File: src/rtl/pd_pkg.sv
package pd_pkg;
  parameter int PHASE_W   = 18;
  parameter int FREQ_W    = 16;
  parameter int MAX_DELAY = 8;
  parameter int CFG_W     = 17;

  localparam int DSEL_W   = $clog2(MAX_DELAY);
  localparam int MUL_W    = 2;
  localparam int CNT_W    = $clog2(MAX_DELAY + 1);

  // configuration field positions
  localparam int CFG_DSEL_LO = 0;
  localparam int CFG_EN_BIT  = 14;
  localparam int CFG_MUL_LO  = 15;
endpackage

File: src/rtl/pd_scaler.sv
module pd_scaler #(
  parameter int W     = 18,
  parameter int MUL_W = 2
) (
  input  logic [W-1:0]     phase_in,
  input  logic [MUL_W-1:0] exp_sel,
  output logic [W-1:0]     phase_out
);
  // left shift drops the upper bits: wrap modulo a full turn
  always_comb begin
    phase_out = phase_in << exp_sel;
  end
endmodule

File: src/rtl/pd_history.sv
module pd_history #(
  parameter int W     = 18,
  parameter int DEPTH = 8,
  parameter int SEL_W = 3,
  parameter int CNT_W = 4
) (
  input  logic             clk,
  input  logic             rst_n,
  input  logic             shift_en,
  input  logic             flush,
  input  logic             restart,
  input  logic [SEL_W-1:0] sel,
  input  logic [W-1:0]     din,
  output logic [W-1:0]     tap,
  output logic             filled
);
  logic [W-1:0]     stage_q [DEPTH];
  logic [W-1:0]     stage_d [DEPTH];
  logic [CNT_W-1:0] cnt_q, cnt_d;

  // stage 0 holds the latest accepted sample
  always_comb begin
    stage_d[0] = stage_q[0];
    if (flush)         stage_d[0] = '0;
    else if (shift_en) stage_d[0] = din;
  end

  for (genvar g = 1; g < DEPTH; g++) begin : g_stage
    always_comb begin
      stage_d[g] = stage_q[g];
      if (flush)         stage_d[g] = '0;
      else if (shift_en) stage_d[g] = stage_q[g-1];
    end
  end

  for (genvar g = 0; g < DEPTH; g++) begin : g_reg
    always_ff @(posedge clk or negedge rst_n) begin
      if (!rst_n) stage_q[g] <= '0;
      else        stage_q[g] <= stage_d[g];
    end
  end

  always_comb begin
    cnt_d = cnt_q;
    if (flush) begin
      cnt_d = '0;
    end else if (shift_en) begin
      if (restart)                         cnt_d = CNT_W'(1);
      else if (cnt_q < CNT_W'(DEPTH))      cnt_d = cnt_q + CNT_W'(1);
    end else if (restart) begin
      cnt_d = '0;
    end
  end

  always_ff @(posedge clk or negedge rst_n) begin
    if (!rst_n) cnt_q <= '0;
    else        cnt_q <= cnt_d;
  end

  assign tap    = stage_q[sel];
  assign filled = cnt_q > CNT_W'(sel);
endmodule

File: src/rtl/pd_diff_round.sv
module pd_diff_round #(
  parameter int W_IN  = 18,
  parameter int W_OUT = 16
) (
  input  logic             clk,
  input  logic             rst_n,
  input  logic             fire,
  input  logic [W_IN-1:0]  newest,
  input  logic [W_IN-1:0]  oldest,
  output logic             valid_q,
  output logic [W_OUT-1:0] freq_q
);
  localparam int         DROP = W_IN - W_OUT;
  localparam logic [W_IN-1:0] HALF = W_IN'(1) << (DROP - 1);

  logic [W_IN-1:0]  diff, biased;
  logic [W_OUT-1:0] freq_d;

  always_comb begin
    diff   = newest - oldest;   // modulo 2^W_IN
    biased = diff + HALF;
    freq_d = biased[W_IN-1:DROP];
  end

  always_ff @(posedge clk or negedge rst_n) begin
    if (!rst_n) begin
      valid_q <= 1'b0;
      freq_q  <= '0;
    end else begin
      valid_q <= fire;
      if (fire) freq_q <= freq_d;
    end
  end
endmodule

File: src/rtl/phase_freq_disc.sv
module phase_freq_disc
  import pd_pkg::*;
(
  input  logic                clk,
  input  logic                rst_n,
  input  logic [CFG_W-1:0]    cfg_word,
  input  logic                in_valid,
  input  logic [PHASE_W-1:0]  in_phase,
  output logic                out_valid,
  output logic [FREQ_W-1:0]   out_freq
);
  logic              enable;
  logic [DSEL_W-1:0] dsel, dsel_q;
  logic [MUL_W-1:0]  mul_exp;
  logic              accept, restart, fire, filled;
  logic [PHASE_W-1:0] scaled, tap;
  logic              unused_cfg_bits;

  assign enable  = cfg_word[CFG_EN_BIT];
  assign dsel    = cfg_word[CFG_DSEL_LO +: DSEL_W];
  assign mul_exp = cfg_word[CFG_MUL_LO +: MUL_W];
  assign unused_cfg_bits = ^cfg_word[CFG_EN_BIT-1:CFG_DSEL_LO+DSEL_W];

  always_ff @(posedge clk or negedge rst_n) begin
    if (!rst_n) dsel_q <= '0;
    else        dsel_q <= dsel;
  end

  always_comb begin
    accept  = in_valid & enable;
    restart = (dsel != dsel_q);
    fire    = accept & ~restart & filled;
  end

  pd_scaler #(.W(PHASE_W), .MUL_W(MUL_W)) u_scale (
    .phase_in (in_phase),
    .exp_sel  (mul_exp),
    .phase_out(scaled)
  );

  pd_history #(.W(PHASE_W), .DEPTH(MAX_DELAY), .SEL_W(DSEL_W), .CNT_W(CNT_W)) u_hist (
    .clk     (clk),
    .rst_n   (rst_n),
    .shift_en(accept),
    .flush   (~enable),
    .restart (restart),
    .sel     (dsel),
    .din     (scaled),
    .tap     (tap),
    .filled  (filled)
  );

  pd_diff_round #(.W_IN(PHASE_W), .W_OUT(FREQ_W)) u_diff (
    .clk    (clk),
    .rst_n  (rst_n),
    .fire   (fire),
    .newest (scaled),
    .oldest (tap),
    .valid_q(out_valid),
    .freq_q (out_freq)
  );
endmodule

File: config.mk
export PLATFORM = sky130hd
export DESIGN_NAME = phase_freq_disc
export DESIGN_NICKNAME = d
export VERILOG_FILES = /design/src/rtl/pd_pkg.sv /design/src/rtl/pd_scaler.sv /design/src/rtl/pd_history.sv /design/src/rtl/pd_diff_round.sv /design/src/rtl/phase_freq_disc.sv
export SDC_FILE = /design/constraint.sdc
export NUM_CORES = 1
export LEC_CHECK = 0
export BUFFER_PORTS_ARGS = -buffer_cell sky130_fd_sc_hd__buf_2
export CAP_MARGIN = 40
export CELL_PAD_IN_SITES_DETAIL_PLACEMENT = 1
export CELL_PAD_IN_SITES_GLOBAL_PLACEMENT = 2
export CORE_ASPECT_RATIO = 0.6
export CORE_UTILIZATION = 35
export CTS_CLUSTER_SIZE = 30
export DETAILED_ROUTE_END_ITERATION = 6
export PLACE_DENSITY_LB_ADDON = 0.1
export SYNTH_ARGS = -nofsm -noshare
export SYNTH_HDL_FRONTEND = slang
export SYNTH_SLANG_ARGS = --single-unit
File: constraint.sdc
create_clock -name clk -period 3.9 [get_ports clk]
set_input_delay 0.585 -clock clk [delete_from_list [all_inputs] [get_ports clk]]
set_output_delay 0.585 -clock clk [all_outputs]
set_load 0.02 [all_outputs]
==> flow_metrics.py <==
metrics = {
    "run_status": {
        "status": "complete, no violations",
    },
    "finish": {
        "seqCellArea_mm2": 0.004204,
        "n_fill_cell": 2844,
        "final_common_cell": "dfrtp_1",
        "area_growth_pct": 16.93,
        "nets": 943,
        "final_cell_mix": "dfrtp_1 (168), mux2i_1 (164), nor2b_1 (146)",
        "final_cell_area_mm2": 0.01124,
        "multi_input_area_mm2": 0.005139,
        "drive_gt1_share_pct": 21.34,
        "diodes": 0,
        "final_cell_count_no_fill": 1241,
    },
    "logic_synthesis": {
        "synthAdderAreaFrac_pct": 4.762,
        "syn_nets": 868,
        "synth_top_family_by_area": "multiplexers",
        "synthMuxAreaShare_pct": 28.58,
        "synth_cell_types": 55,
        "synth_edf_count": 0,
        "ys.flop_type": "dfrtp_1",
        "syn_area_mm2": 0.009617,
        "async_flop_share_pct": 100.0,
        "synthSimpleGateAreaFrac_pct": 12.89,
        "ys_seq_area_share_pct": 43.72,
        "synth_area_per_cell_um2": 12.11,
        "synth_seq_cells": 168,
        "synth_compound_area_share_pct": 6.011,
        "synthCells": 794,
        "yosysWarnings": 0,
        "synth_xor_area_share_pct": 1.184,
    },
    "sta": {
        "setup-violations-final": 0,
        "fmax_mhz": 281.0,
        "period_minus_slack_ns": 3.559,
        "slew_headroom_pct": 31.77,
        "tns_ns": 0,
        "finClkSkew_ns": 0.008098,
        "rsz0062_at_grt": "false",
        "worst_pin_slew_ns": 1.023,
        "final-max-slew-violation-count": 0,
        "hold_slack_ns": 0.4435,
        "min_period_over_period_pct": 91.26,
        "finalHoldViolCount": 0,
    },
    "setup_path": {
        "cpMaxStageDelayCell": "mux4_2",
        "slowest_delay_ns": 0.49,
        "r2r_slack_ns": 0.41,
        "timing.rr.end": "u_diff.freq_q[13]",
        "rr_worst_depth": 11,
        "crit_required_ns": 4.19,
        "crit_type": "primary input to register",
        "path_buf_inv": 4,
        "path_cells": "buf_2 > buf_12 > buf_4 > mux4_2 > mux2i_1 > ha_1 > ha_1 > a21o_1 > a221oi_2 > a221oi_1 > buf_4 > a31oi_1 > mux2i_1 > o311ai_0",
        "worst_setup_path_end_kind": "register",
        "crit_family": "compound AO/OA/AOI/OAI gates",
        "cp.arrival_ns": 3.85,
        "cp_max_fo": 8,
        "r2r-start": "u_hist.stage_q[20]",
        "startpoint_type": "primary input",
    },
    "min_path": {
        "holdPathEnd": "dsel_q[2]",
        "worstHoldStart": "cfg_word[2]",
        "hold_depth": 2,
        "hold_path.class": "primary input to register",
    },
    "placement": {
        "dp_cells": 1209,
        "io_buffers": 43,
        "gp_congestion": 0.8062,
        "placed_area_mm2": 0.01068,
        "dp_hpwl_mm": 16.87,
    },
    "floorplan": {
        "dieArea_mm2": 0.02816,
        "initial_utilization_pct": 36.01,
        "die_y_um": 130.4,
        "core_mm2": 0.02671,
        "num_rows": 46,
        "ios": 55,
        "die_x_um": 216.0,
    },
    "route": {
        "wl_per_cell_um": 19.00,
        "first_iter_violations": 362,
        "drtPass1Iterations": 4,
        "wirelength_mm": 23.58,
        "num_vias": 6390,
        "viasPerCell": 5.149,
        "ant_nets": 0,
        "drc_errors": 0,
    },
    "grt": {
        "track_usage_pct": 17.98,
        "globalRouteMet3Util_pct": 3.356,
        "grt_use_met2_pct": 28.62,
        "grt_max_degree": 135,
        "grt_overflow": 0,
        "grt_pass1_vias": 6918,
        "grt-busiest-layer": "met2",
        "grt_use_met1_pct": 25.23,
        "grt_antenna_before_repair": 0,
        "grt_pass1_wl_mm": 38.82,
    },
    "clock_network": {
        "clock_path_buffers": 2,
        "post-cts-setup-buffers": 0,
        "hold_buffers": 1,
        "cts_tree": "yes",
        "ctsHtreeMaxLevel": 4,
        "cts_sinks": 168,
        "ctsResizeCount": 0,
        "clock_latency_ns": 0.44,
        "clockRootBuffer": "clkbuf_16",
        "numCtsBuffers": 17,
        "clkTransAtPathRegs_ns": 0.06,
    },
    "power": {
        "power.leakage_nw": 5.223,
        "ir_drop_v": 0.0002371,
        "power_density_mw_per_mm2": 392.7,
    },
    "job": {
        "drv_cap": 0,
    },
}
metrics by stage:
stage          power, mW  utilization, %  setup slack (ns)
5_1_grt            4.647           42.11            0.2020
2_1_floorplan      2.443               -            0.1443
3_3_place_gp       2.795           39.79          -0.07768
3_5_place_dp       2.821           40.00           -0.1153
6_report           4.416           42.11            0.3408
4_1_cts            4.488           42.11            0.3265
worst reg2reg max path, cell delays in order (launching register included):
cell      delay (ns)
dfrtp_1         0.40
mux4_2          0.48
mux2i_1         0.18
ha_1            0.30
fa_1            0.45
a21o_1          0.21
a221oi_2        0.36
a221oi_1        0.16
buf_4           0.18
a31oi_1         0.22
mux2i_1         0.24
o311ai_0        0.16
worst max path at each step:
stage                     depth (start not counted)                 to        start
after floorplan                                  12  u_diff.freq_q[13]  cfg_word[0]
after global placement                           13  u_diff.freq_q[15]  cfg_word[0]
after detailed placement                         14  u_diff.freq_q[13]  cfg_word[0]
after CTS                                        14  u_diff.freq_q[13]  cfg_word[0]
after global routing                             14  u_diff.freq_q[13]  cfg_word[0]
final                                            14  u_diff.freq_q[13]  cfg_word[0]
sequential cells by signal, summed over array words and instances, names as in the netlist:
name and flops:
u_hist.cnt_q 4, dsel_q 3, u_diff.valid_q 1, u_diff.freq_q 16, u_hist.stage_q 144
area by class of cell:
cell class | instances | share of cell area (%)
clock buffers | 25 | 4.317
flip-flops and latches | 168 | 37.39
inverters | 16 | 0.5341
repair buffers | 108 | 7.455
clock inverters | 6 | 0.6009
multi-input cells | 558 | 45.70
well taps | 360 | 4.006
cells in the mapped netlist (all sizes together), types with 3 or more instances:
cell type  instances  share of area (%)
a2111oi            4               0.57
a211oi             4               0.31
a21o               6               0.47
a21oi             17               0.88
a221oi             3               0.34
and3               3               0.20
buf               22                1.1
clkbuf            30                1.2
dfrtp            168                 44
ha                35                4.6
inv               16               0.62
mux2i            164                 17
mux4              48                 11
nand2             31                1.2
nand3              5               0.26
nand4              4               0.26
nor2              10               0.39
nor2b            146                9.5
nor3               7               0.36
o21a               5               0.39
o21ai             13               0.68
o21bai             3               0.23
o31ai              8               0.77
xnor2              5               0.46
xor2               8               0.73
cell families (layout without fill, tap and decap cells):
group,after synthesis,count (layout)
and+or+nand+nor,216,216
muxes,214,214
DFF,168,168
AOI/OAI and AO/OA,79,79
buffers and inverters,68,155
adders and majority gates,36,36
xor gates and xnor gates,13,13
routing by layer:
metal / part of all wire (%) / vias to the layer above
li1: - / 3009
met1: 50 / 3330
met2: 47 / 33
met3: 1.9 / 18
met4: 0.99 / 0
met5: 0 / -
power by group:
group	internal [mW]	total [mW]	switching, mW
Clock	0.927	1.63	0.707
Sequential	1.81	1.85	0.0433
Combinational	0.420	0.932	0.512
(Power assumes the default switching activity.)
